<file path="config.mk">
export PLATFORM = sky130hd
export DESIGN_NAME = pwm8_shadow_gen
export DESIGN_NICKNAME = d
export VERILOG_FILES = /design/src/rtl/pwm8_pkg.sv /design/src/rtl/pwm8_rst_sync.sv /design/src/rtl/pwm8_presc.sv /design/src/rtl/pwm8_core.sv /design/src/rtl/pwm8_shadow_gen.sv
export SDC_FILE = /design/constraint.sdc
export NUM_CORES = 1
export LEC_CHECK = 0
export BUFFER_PORTS_ARGS = -buffer_cell sky130_fd_sc_hd__buf_4
export CAP_MARGIN = 20
export CORE_MARGIN = 4
export CORE_UTILIZATION = 36
export DETAILED_ROUTE_END_ITERATION = 12
export PLACE_DENSITY = 0.58
export SLEW_MARGIN = 20
export SYNTH_ARGS = -nofsm -noshare
export SYNTH_HDL_FRONTEND = slang
export SYNTH_SLANG_ARGS = --single-unit
</file>
<file path="constraint.sdc">
create_clock -name clk -period 3.1 [get_ports clk]
set_input_delay 0.155 -clock clk [delete_from_list [all_inputs] [get_ports clk]]
set_output_delay 0.155 -clock clk [all_outputs]
set_load 0.005 [all_outputs]
</file>
<file path="src/rtl/pwm8_pkg.sv">
package pwm8_pkg;
  // event that decides the core's next state in a cycle
  typedef enum logic [1:0] {
    EV_IDLE  = 2'd0,
    EV_START = 2'd1,
    EV_STEP  = 2'd2,
    EV_HOLD  = 2'd3
  } core_ev_e;
endpackage

</file>
<file path="src/rtl/pwm8_rst_sync.sv">
module pwm8_rst_sync (
  input  logic clk,
  input  logic rst_n,
  output logic srst_n
);
  logic [1:0] sync_q;

  always_ff @(posedge clk or negedge rst_n) begin
    if (!rst_n) sync_q <= 2'b00;
    else        sync_q <= {sync_q[0], 1'b1};
  end

  assign srst_n = sync_q[1];
endmodule

</file>
<file path="src/rtl/pwm8_presc.sv">
module pwm8_presc #(
  parameter int FIX_DIV = 80,
  parameter int CFG_W   = 8
) (
  input  logic             clk,
  input  logic             rst_n,
  input  logic             go,
  input  logic [CFG_W-1:0] freq_cfg,
  output logic             tick
);
  localparam int FW = (FIX_DIV > 1) ? $clog2(FIX_DIV) : 1;
  localparam logic [FW-1:0] FIX_LAST = FW'(FIX_DIV - 1);

  logic [FW-1:0]    fcnt_q, fcnt_d;
  logic [CFG_W-1:0] pcnt_q, pcnt_d;
  logic [CFG_W-1:0] lim_q, lim_d;
  logic             ftick;

  assign ftick = (fcnt_q == FIX_LAST);
  assign tick  = go && ftick && (pcnt_q == lim_q);

  always_comb begin
    fcnt_d = fcnt_q;
    pcnt_d = pcnt_q;
    lim_d  = lim_q;
    if (!go) begin
      fcnt_d = '0;
      pcnt_d = '0;
      lim_d  = freq_cfg;
    end else begin
      fcnt_d = ftick ? '0 : FW'(fcnt_q + 1'b1);
      if (ftick) begin
        if (pcnt_q == lim_q) begin
          pcnt_d = '0;
          lim_d  = freq_cfg;
        end else begin
          pcnt_d = CFG_W'(pcnt_q + 1'b1);
        end
      end
    end
  end

  always_ff @(posedge clk or negedge rst_n) begin
    if (!rst_n) begin
      fcnt_q <= '0;
      pcnt_q <= '0;
      lim_q  <= '0;
    end else begin
      fcnt_q <= fcnt_d;
      pcnt_q <= pcnt_d;
      lim_q  <= lim_d;
    end
  end

  // the limit in use changes only when a tick completes
  a_r8_limit_held: assert property (@(posedge clk) disable iff (!rst_n)
    (go && !tick) |=> $stable(lim_q));

  // the programmable stage never runs past its limit
  a_r2_pcnt_bound: assert property (@(posedge clk) disable iff (!rst_n)
    go |-> (pcnt_q <= lim_q));
endmodule

</file>
<file path="src/rtl/pwm8_core.sv">
module pwm8_core
  import pwm8_pkg::*;
#(
  parameter int CNT_W = 8
) (
  input  logic             clk,
  input  logic             rst_n,
  input  logic             go,
  input  logic             start,
  input  logic             tick,
  input  logic [CNT_W-1:0] duty_cfg,
  output logic             pwm
);
  localparam logic [CNT_W-1:0] CNT_MAX = '1;

  logic [CNT_W-1:0] cnt_q, cnt_d;
  logic [CNT_W-1:0] shadow_q, shadow_d;
  logic             pwm_q, pwm_d;
  logic [CNT_W-1:0] cnt_inc;
  core_ev_e         ev;

  assign cnt_inc = CNT_W'(cnt_q + 1'b1);

  always_comb begin
    if (start)           ev = EV_START;
    else if (!go)        ev = EV_IDLE;
    else if (tick)       ev = EV_STEP;
    else                 ev = EV_HOLD;
  end

  always_comb begin
    cnt_d    = cnt_q;
    shadow_d = shadow_q;
    pwm_d    = pwm_q;
    case (ev)
      EV_IDLE: begin
        cnt_d = '0;
        pwm_d = 1'b0;
      end
      EV_START: begin
        cnt_d    = '0;
        shadow_d = duty_cfg;
        pwm_d    = (duty_cfg != '0);
      end
      EV_STEP: begin
        cnt_d = cnt_inc;
        if (cnt_q == CNT_MAX) begin
          shadow_d = duty_cfg;
          pwm_d    = (duty_cfg != '0);
        end else if (cnt_inc == shadow_q) begin
          pwm_d = 1'b0;
        end
      end
      default: ;
    endcase
  end

  always_ff @(posedge clk or negedge rst_n) begin
    if (!rst_n) begin
      cnt_q    <= '0;
      shadow_q <= '0;
      pwm_q    <= 1'b0;
    end else begin
      cnt_q    <= cnt_d;
      shadow_q <= shadow_d;
      pwm_q    <= pwm_d;
    end
  end

  assign pwm = pwm_q;

  // the counter returns to zero after its top value
  a_r1_wrap_zero: assert property (@(posedge clk) disable iff (!rst_n)
    (go && tick && cnt_q == CNT_MAX) |=> (cnt_q == '0));

  // the shadow copy moves only at a wrap
  a_r4_shadow_hold: assert property (@(posedge clk) disable iff (!rst_n)
    (go && !(tick && cnt_q == CNT_MAX)) |=> $stable(shadow_q));

  // while running, the output is high exactly while the count is below the shadow duty
  a_r5_compare: assert property (@(posedge clk) disable iff (!rst_n)
    go |-> (pwm_q == (cnt_q < shadow_q)));

  // a zero duty never raises the output
  a_r3_zero_duty_low: assert property (@(posedge clk) disable iff (!rst_n)
    (go && shadow_q == '0) |-> !pwm_q);
endmodule

</file>
<file path="src/rtl/pwm8_shadow_gen.sv">
module pwm8_shadow_gen #(
  parameter int FIX_DIV = 80,
  parameter int CNT_W   = 8,
  parameter int CFG_W   = 8,
  parameter int NUM_CH  = 4
) (
  input  logic              clk,
  input  logic              rst_n,
  input  logic [CFG_W-1:0]  freq_cfg,
  input  logic [CNT_W-1:0]  duty_cfg,
  input  logic [NUM_CH-1:0] drv_en,
  output logic              pwm_raw,
  output logic [NUM_CH-1:0] drv_ctrl
);
  logic srst_n;
  logic active;
  logic run_q, run_d;
  logic go, start, tick;

  pwm8_rst_sync u_rst (
    .clk    (clk),
    .rst_n  (rst_n),
    .srst_n (srst_n)
  );

  assign active = |drv_en;
  assign run_d  = active;
  assign go     = active && run_q;
  assign start  = active && !run_q;

  always_ff @(posedge clk or negedge srst_n) begin
    if (!srst_n) run_q <= 1'b0;
    else         run_q <= run_d;
  end

  pwm8_presc #(
    .FIX_DIV (FIX_DIV),
    .CFG_W   (CFG_W)
  ) u_presc (
    .clk      (clk),
    .rst_n    (srst_n),
    .go       (go),
    .freq_cfg (freq_cfg),
    .tick     (tick)
  );

  pwm8_core #(
    .CNT_W (CNT_W)
  ) u_core (
    .clk      (clk),
    .rst_n    (srst_n),
    .go       (go),
    .start    (start),
    .tick     (tick),
    .duty_cfg (duty_cfg),
    .pwm      (pwm_raw)
  );

  // per-channel gating, constant 1 when the channel is not PWM controlled
  for (genvar i = 0; i < NUM_CH; i++) begin : g_ch
    assign drv_ctrl[i] = drv_en[i] ? pwm_raw : 1'b1;
  end

  // an idle generator keeps its output low
  a_r6_idle_low: assert property (@(posedge clk) disable iff (!srst_n)
    !run_q |-> !pwm_raw);

  // a restart begins with a high output when the duty is nonzero
  a_r6_restart_high: assert property (@(posedge clk) disable iff (!srst_n)
    (start && duty_cfg != '0) |=> pwm_raw);

  // asynchronous reset forces the output low
  a_r9_reset_low: assert property (@(posedge clk)
    !rst_n |-> !pwm_raw);
endmodule

</file>
==> results.md, run 1 <==
- Final hold vios: 0
- Cell Pwr Density: about 550 nW/um^2
- CP required: 3.28 ns
- Core ar.: between 6000 and 7000 um^2
- Synth Cell Area: between 2000 and 2500 um^2
- Data arrival, critical path: about 2.6 ns
- Met2 usage: roughly a fifth
- Area Overhead vs Synth: 17.84%
- Design area: approximately 2700 um^2
- Antenna violations before repair: 0
- Post-CTS sizing: 0
- Min Hold Slack: 0.07977 ns
- Vias in the first global route: ~1600
- MaxCap Viol Count: 0
- Placed Cells: a little over 300
- Port bufs: 26
- Total wire length: 4266 um
- Non-Filler Instances: roughly 310
- Clock root cell: clkbuf_8
- Initial Util: between 30 and 40%
- DR vias/cell: 4.904
- Hpwl dp: ~3100 um
- Most frequent cells in the layout: dfrtp_1 (43), buf_4 (28), nor2_1 (21)
- Post-Synthesis Cells: approximately 200
- Top Usage Layer GRT: met2
- Num Clock Sinks: between 40 and 50
- IO Pins: 27
- Ant. Diodes: 0
- DRT Pass-1 Iters: 4
- Synth area leader: dfrtp_1
- Yosys top cell area share: 47.07%
- Minimum clock period: 2.378 ns
- RePlAce Congestion: ~0.74
- Yosys cell types: 43
- Run status: finished, final reports clean
- Leakage: about 1.2 nW
- Most common cell after layout, fill and taps aside: dfrtp_1
- Main synth FF type: dfrtp_1
- Synth Register Bits: 43
- H-tree Lvls: 2
- Clock power frac: between 30% and 40%
- Total Power: roughly 1.5 mW
- Final ANT Viol Nets: 0
- Fin Setup TNS: 0 ns
- Worst-path fanout max: 14
- Layout cells sized above 1: about a quarter
- CTS clk-pin slew, worst paths: roughly 0.09 ns
- Met3 GRT Util: about 2.8%
- NetSw: between 0.3 and 0.4 mW
- Final #Nets: 262
- 1st-iter DRT viols: 124
- Vias: ~1500
- Sequential share of power: 47.7%
- Syn. warnings: 0
- Total GRT Usage: 12.54%
- Die height: between 80 and 90 um
- Die Wd: between 80 and 90 um
- Comb pwr share: between 15 and 20%
- Slew margin rel.: 65.03%
- TritonCTS buffer count: 5
- First-pass GRT wire length: ~7700 um
- Fin. max-slew vios: 0
- Final core utilization: 44.71%
- Syn_nets: 231
- Rows: 28
- WS Path Type: reg2reg
- Largest net degree at the start of global routing: between 40 and 50
- Worst Tran Pin Value: approximately 0.52 ns
- Post-synth EDFFs: 0
- Sequential-to-total area share from yosys stat: a little under half
- FFs w/ async S/R, synth: 100.0%
- Post-route setup slack: between 0.7 and 0.8 ns
- Die area: approximately 7700 um^2
- Final setup violation count: 0
- RSZ-0062 raised after global routing: false
- Switching portion of total power: 24.91%
- Global-route met1 utilization: 17.69%
- P_int: roughly 1.1 mW
- Crit. End Element: flop
- Mean area per synthesized cell: approximately 11 um^2
- CTS tree: built
- Dpl ws: a little over 0.7 ns
- Total grt overflow: 0
- Top post-synthesis cells by area: dfrtp_1 (47%), mux2_4 (7.9%), xnor2_1 (7.3%)
- Worst vdd ir: about 0.23 mV
- Clock Latency Late Sink: about 0.30 ns
- Cell Area, Placed: 2547 um^2
- Critical path startpoint category: flop
- Worst hold path class: in2reg
- Final Cycle Share: between 70% and 80%
- Clock skew: between 0.009 and 0.01 ns
- FILL cells: roughly 590
- Wire per inst: roughly 14 um
- Clock tree buffer depth: 2
- DRC: 0
- Max Fclk: about 0.42 GHz
==> metal layers <==
layer / wire, um / up-vias / share of wire [%]
met3: 104 / 2 / 2.4
met5: 0 / - / 0
li1: - / 779 / -
met2: 1927 / 15 / 45
met1: 2216 / 739 / 52
met4: 17 / 0 / 0.40
==> registers in the layout, indices dropped and copies added (netlist names) <==
register / cells
u_presc.pcnt_q: 8
u_core.cnt_q: 8
u_core.shadow_q: 8
u_core.pwm: 1
run_q: 1
u_presc.fcnt_q: 7
u_presc.lim_q: 8
u_rst.sync_q: 2
==> power by group through the flow <==
stage,Sequential [mW],Clock (mW),Combinational [mW]
after floorplan,0.711,0,0.200
after global placement,0.721,0,0.257
after detailed placement,0.721,0,0.262
after CTS,0.711,0.537,0.263
after global routing,0.722,0.558,0.289
final,0.711,0.520,0.259
==> final timing paths <==
check	start	end	depth (start not counted)	slack, ns
max	u_presc.fcnt_q[0]$_DFF_PN0_	u_presc.lim_q[2]$_DFFE_PN0P_	6	0.72
min	freq_cfg[6]	u_presc.lim_q[6]$_DFFE_PN0P_	2	0.08
max reg2reg	u_presc.fcnt_q[0]$_DFF_PN0_	u_presc.lim_q[2]$_DFFE_PN0P_	6	0.72
min reg2reg	u_rst.sync_q[1]$_DFF_PN0_	u_core.shadow_q[5]$_DFFE_PN0P_	1	0.31
max in group asynchronous	u_rst.sync_q[1]$_DFF_PN0_	u_presc.lim_q[7]$_DFFE_PN0P_	1	2.42
min in group asynchronous	rst_n	u_rst.sync_q[0]$_DFF_PN0_	2	0.18
==> kinds of logic (layout without fill, tap and decap cells) <==
group / count (synthesis) / count (layout) / synth area share, %
other: 1 / 1 / 0.1640
muxes: 17 / 17 / 10.29
xor gates and xnor gates: 32 / 32 / 12.26
DFF: 43 / 43 / 47.07
and+or+nand+nor: 82 / 82 / 19.65
buffers and inverters: 8 / 40 / 2.354
AOI/OAI and AO/OA: 20 / 20 / 6.569
adders and majority gates: 3 / 3 / 1.642
==> worst max-delay path: stages, from the launching register on <==
cell and delay (ns):
dfrtp_1 0.37, ha_1 0.24, nand3_2 0.13, or3_1 0.52, or3_4 0.47, nand2_4 0.19
mux2_2 0.35
==> synthesized netlist by cell type (2+ instances only) <==
master / instances
and3_1: 5
clkbuf_1: 3
nor2b_1: 2
inv_1: 3
ha_1: 3
nor2_1: 21
nand2b_1: 5
nand2_4: 2
mux2_4: 12
nor4_1: 3
or3_1: 2
mux2_2: 4
o21ai_0: 6
o211ai_1: 2
nand3_1: 6
nand2_1: 17
a21oi_1: 4
nand4_1: 8
nor3b_1: 2
dfrtp_1: 43
xnor2_1: 19
xor2_1: 13
==> what timing repair did <==
| action | CTS | global route |
|---|---|---|
| endpoints found under the hold margin | 2 | 0 |
| setup buffers | 0 | 0 |
| hold buffers | 1 | 0 |
==> cell type report <==
type	count	area, um^2	area share, %
Clock buffer	5	68.82	2.555
Clock inverter	3	67.56	2.508
Inverter	3	11.26	0.4180
Multi-Input combinational cell	155	1156	42.92
Sequential cell	43	1076	39.94
Tap cell	75	93.84	3.484
Timing Repair Buffer	29	220.2	8.175
Power figures use the tool's default switching activity.
==> run 2: changes to the inputs <==
Settings changed: ABC_AREA set to 1.
Clock period 3.1 ns to 2.4 ns, I/O delays scaled along.
==> results.md, run 2 <==
- Run status: finished, final reports clean
- First-pass GRT wire length: 7935 um (+3.3%)
- Syn_nets: 326 (+41%)
- RePlAce Congestion: 0.7729 (+4.3%)
- IO Pins: 27 (unchanged)
- Crit-path cells: ha_1 > nand3_2 > nor4_4 > inv_2 > nand2_4 > inv_4 > nor2_8 > inv_1 > nand2_1 > o21ai_0
- Setup bufs post-CTS: 0 (unchanged)
- Clock Latency Late Sink: 0.30 ns (about the same)
- Non-Filler Instances: 409 (+31%)
- Mean area per synthesized cell: 7.649 um^2 (-31%)
- Rows: 28 (unchanged)
- Hold-critical path depth: 3 (+1)
- Die height: 87.97 um (+0.33%)
- Initial Util: 37.99% (+0.049 points)
- FILL cells: 619 (+5.5%)
- Most common cell after layout, fill and taps aside: nand2_1
- Main synth FF type: dfrtp_1
- CP top delay family: simple AND/OR/NAND/NOR gates
- FF-to-FF End: u_core.cnt_q[0]$_DFFE_PN0P_
- Final ANT Viol Nets: 0 (unchanged)
- Worst stage delay on the critical path: 0.37 ns (-0.15 ns)
- Total wire length: 4576 um (+7.3%)
- Yosys top cell area share: 46.74% (-0.33 points)
- Placed Cells: 400 (+32%)
- Worst Tran Pin Value: 0.9110 ns (+0.3865 ns)
- Synth Cell Area: 2302 um^2 (+0.71%)
- Clock skew: 0.006139 ns (-0.003340 ns)
- Max Fclk: 0.5014 GHz (+19%)
- Leakage: 1.283 nW (+4.2%)
- Num Clock Sinks: 43 (unchanged)
- Crit path buf inv count: 3 (+3)
- Crit. End Element: flop
- Post-Synthesis Cells: 301 (+46%)
- Clock root cell: clkbuf_8
- Cell Pwr Density: 656.3 nW/um^2 (+19%)
- Total GRT Usage: 12.84% (+0.30 points)
- CTS tree: built
- Post-CTS sizing: 0 (unchanged)
- MaxCap Viol Count: 0 (unchanged)
- CP required: 2.58 ns (-0.70 ns)
- H-tree Lvls: 2 (unchanged)
- RSZ-0062 raised after global routing: false
- WS Path Type: reg2reg
- Vias in the first global route: 1816 (+11%)
- Reg2reg setup slack: 0.41 ns (-0.32 ns)
- Final hold vios: 0 (unchanged)
- Worst vdd ir: 0.4070 mV (+78%)
- Yosys cell types: 28 (-35%)
- CTS clk-pin slew, worst paths: 0.09 ns (about the same)
- Wire per inst: 11.19 um (-18%)
- Post-route setup slack: 0.4057 ns (-0.3165 ns)
- Most common library cells after synthesis: nand2_1 (90), dfrtp_1 (43), inv_1 (41), nand3_1 (30), nor2_1 (27)
- Top post-synthesis cells by area: dfrtp_1 (47%), nand2_1 (15%), inv_1 (6.7%)
- Fin. max-slew vios: 0 (unchanged)
- Min Hold Slack: 0.02187 ns (-0.05790 ns)
- Final Cycle Share: 83.10% (+6.4 points)
- Core ar.: 6061 um^2 (+0.58%)
- Design area: 2669 um^2 (-0.93%)
- Synth Register Bits: 43 (unchanged)
- Ant. Diodes: 0 (unchanged)
- TritonCTS buffer count: 5 (unchanged)
- Dpl ws: 0.4005 ns (-0.3161 ns)
- Total grt overflow: 0 (unchanged)
- DRC: 0 (unchanged)
- Most frequent cells in the layout: nand2_1 (90), dfrtp_1 (42), inv_1 (41)
- Count leader, synth: nand2_1
- 1st-iter DRT viols: 64 (-48%)
- Hold Startpoint: freq_cfg[2]
- Hpwl dp: 3362 um (+8.0%)
- Reg2reg path depth: 10 (+4)
- Cell Area, Placed: 2570 um^2 (+0.88%)
- Minimum clock period: 1.994 ns (-0.3835 ns)
- Worst-path fanout max: 28 (+14)
- FF-to-FF Start: u_presc.fcnt_q[0]$_DFF_PN0_
- Largest net degree at the start of global routing: 42 (unchanged)
- Vias: 1925 (+25%)
- Post-synth EDFFs: 0 (unchanged)
- Layout cells sized above 1: 14.67% (-11 points)
- Antenna violations before repair: 0 (unchanged)
- Die area: 7739 um^2 (+0.65%)
- Final #Nets: 358 (+37%)
- Syn. warnings: 0 (unchanged)
- Final setup violation count: 0 (unchanged)
- Synth area leader: dfrtp_1
- Slew margin rel.: 39.27% (-26 points)
- Data arrival, critical path: 2.18 ns (-0.38 ns)
- DRT Pass-1 Iters: 4 (unchanged)
- FFs w/ async S/R, synth: 100.0% (unchanged)
- DR vias/cell: 4.707 (-4.0%)
- Port bufs: 26 (unchanged)
- Hold endpoint: u_presc.lim_q[2]$_DFFE_PN0P_
- Fin Setup TNS: 0 ns (unchanged)
- Sequential-to-total area share from yosys stat: 46.74% (-0.33 points)
- Slowest library cell on the worst path: dfrtp_1
- Clock tree buffer depth: 2 (unchanged)
- Area Overhead vs Synth: 15.92%
- Worst hold path class: in2reg
- Critical path startpoint category: flop
- Die Wd: 87.97 um (+0.33%)
-- run 2: layout make-up --
class | instances | area, um^2 | share of cell area (%)
Sequential cell | 43 | 1077 | 40.37
Multi-Input combinational cell | 212 | 1036 | 38.82
Clock inverter | 3 | 20.02 | 0.7501
Inverter | 44 | 167.7 | 6.282
Tap cell | 75 | 93.84 | 3.516
Clock buffer | 5 | 68.82 | 2.579
Timing Repair Buffer | 27 | 205.2 | 7.689
-- run 2: stage by stage --
step | utilization (%) | total power, mW
final | 44.03 | 1.752
after global routing | 44.03 | 1.877
after CTS | 44.03 | 1.781
after detailed placement | 42.40 | 1.305
after global placement | 42.40 | 1.295
after floorplan | - | 1.193
-- run 2: where the power goes --
part	switching, mW	internal, mW	total (mW)
logic	0.182	0.154	0.337
clock network	0.265	0.203	0.467
registers	0.102	0.846	0.948
total	0.549	1.20	1.75
-- run 2: layer usage --
layer	GRT usage [%]	wire length, um
met5	0	0
met1	16.56	2274
met4	3.766	47
met3	3.104	219
met2	21.37	2035
-- run 2: how the worst max path moves through the flow --
stage / end / slack, ns / depth (start not counted) / start
finish: u_core.cnt_q[0]$_DFFE_PN0P_ / 0.41 / 10 / u_presc.fcnt_q[0]$_DFF_PN0_
global route: u_core.cnt_q[0]$_DFFE_PN0P_ / 0.17 / 10 / u_presc.fcnt_q[0]$_DFF_PN0_
CTS: u_core.cnt_q[0]$_DFFE_PN0P_ / 0.39 / 10 / u_presc.fcnt_q[0]$_DFF_PN0_
detailed placement: u_core.cnt_q[0]$_DFFE_PN0P_ / 0.40 / 10 / u_presc.fcnt_q[0]$_DFF_PN0_
global placement: u_core.cnt_q[0]$_DFFE_PN0P_ / 0.47 / 10 / u_presc.fcnt_q[0]$_DFF_PN0_
floorplan: u_presc.lim_q[5]$_DFFE_PN0P_ / 0.78 / 9 / u_presc.fcnt_q[0]$_DFF_PN0_
-- run 2: worst min-delay path, cell delays in order --
cell and delay, ns:
buf_4 0.08, nand2_1 0.04, o21ai_0 0.05
-- run 2: cells by family after synthesis --
logic type | synth area share, %
DFF | 46.74
AOI/OAI and AO/OA | 7.065
xor gates and xnor gates | 0.7610
and+or+nand+nor | 35.38
buffers and inverters | 8.261
adders and majority gates | 1.631
other | 0.1629
-- run 2: repair_timing --
| item | 4_1_cts | 5_1_grt |
|---|---|---|
| endpoints found under the hold margin | 2 | 0 |
| hold buffers | 1 | 0 |
| endpoints found under the setup margin | 0 | 0 |
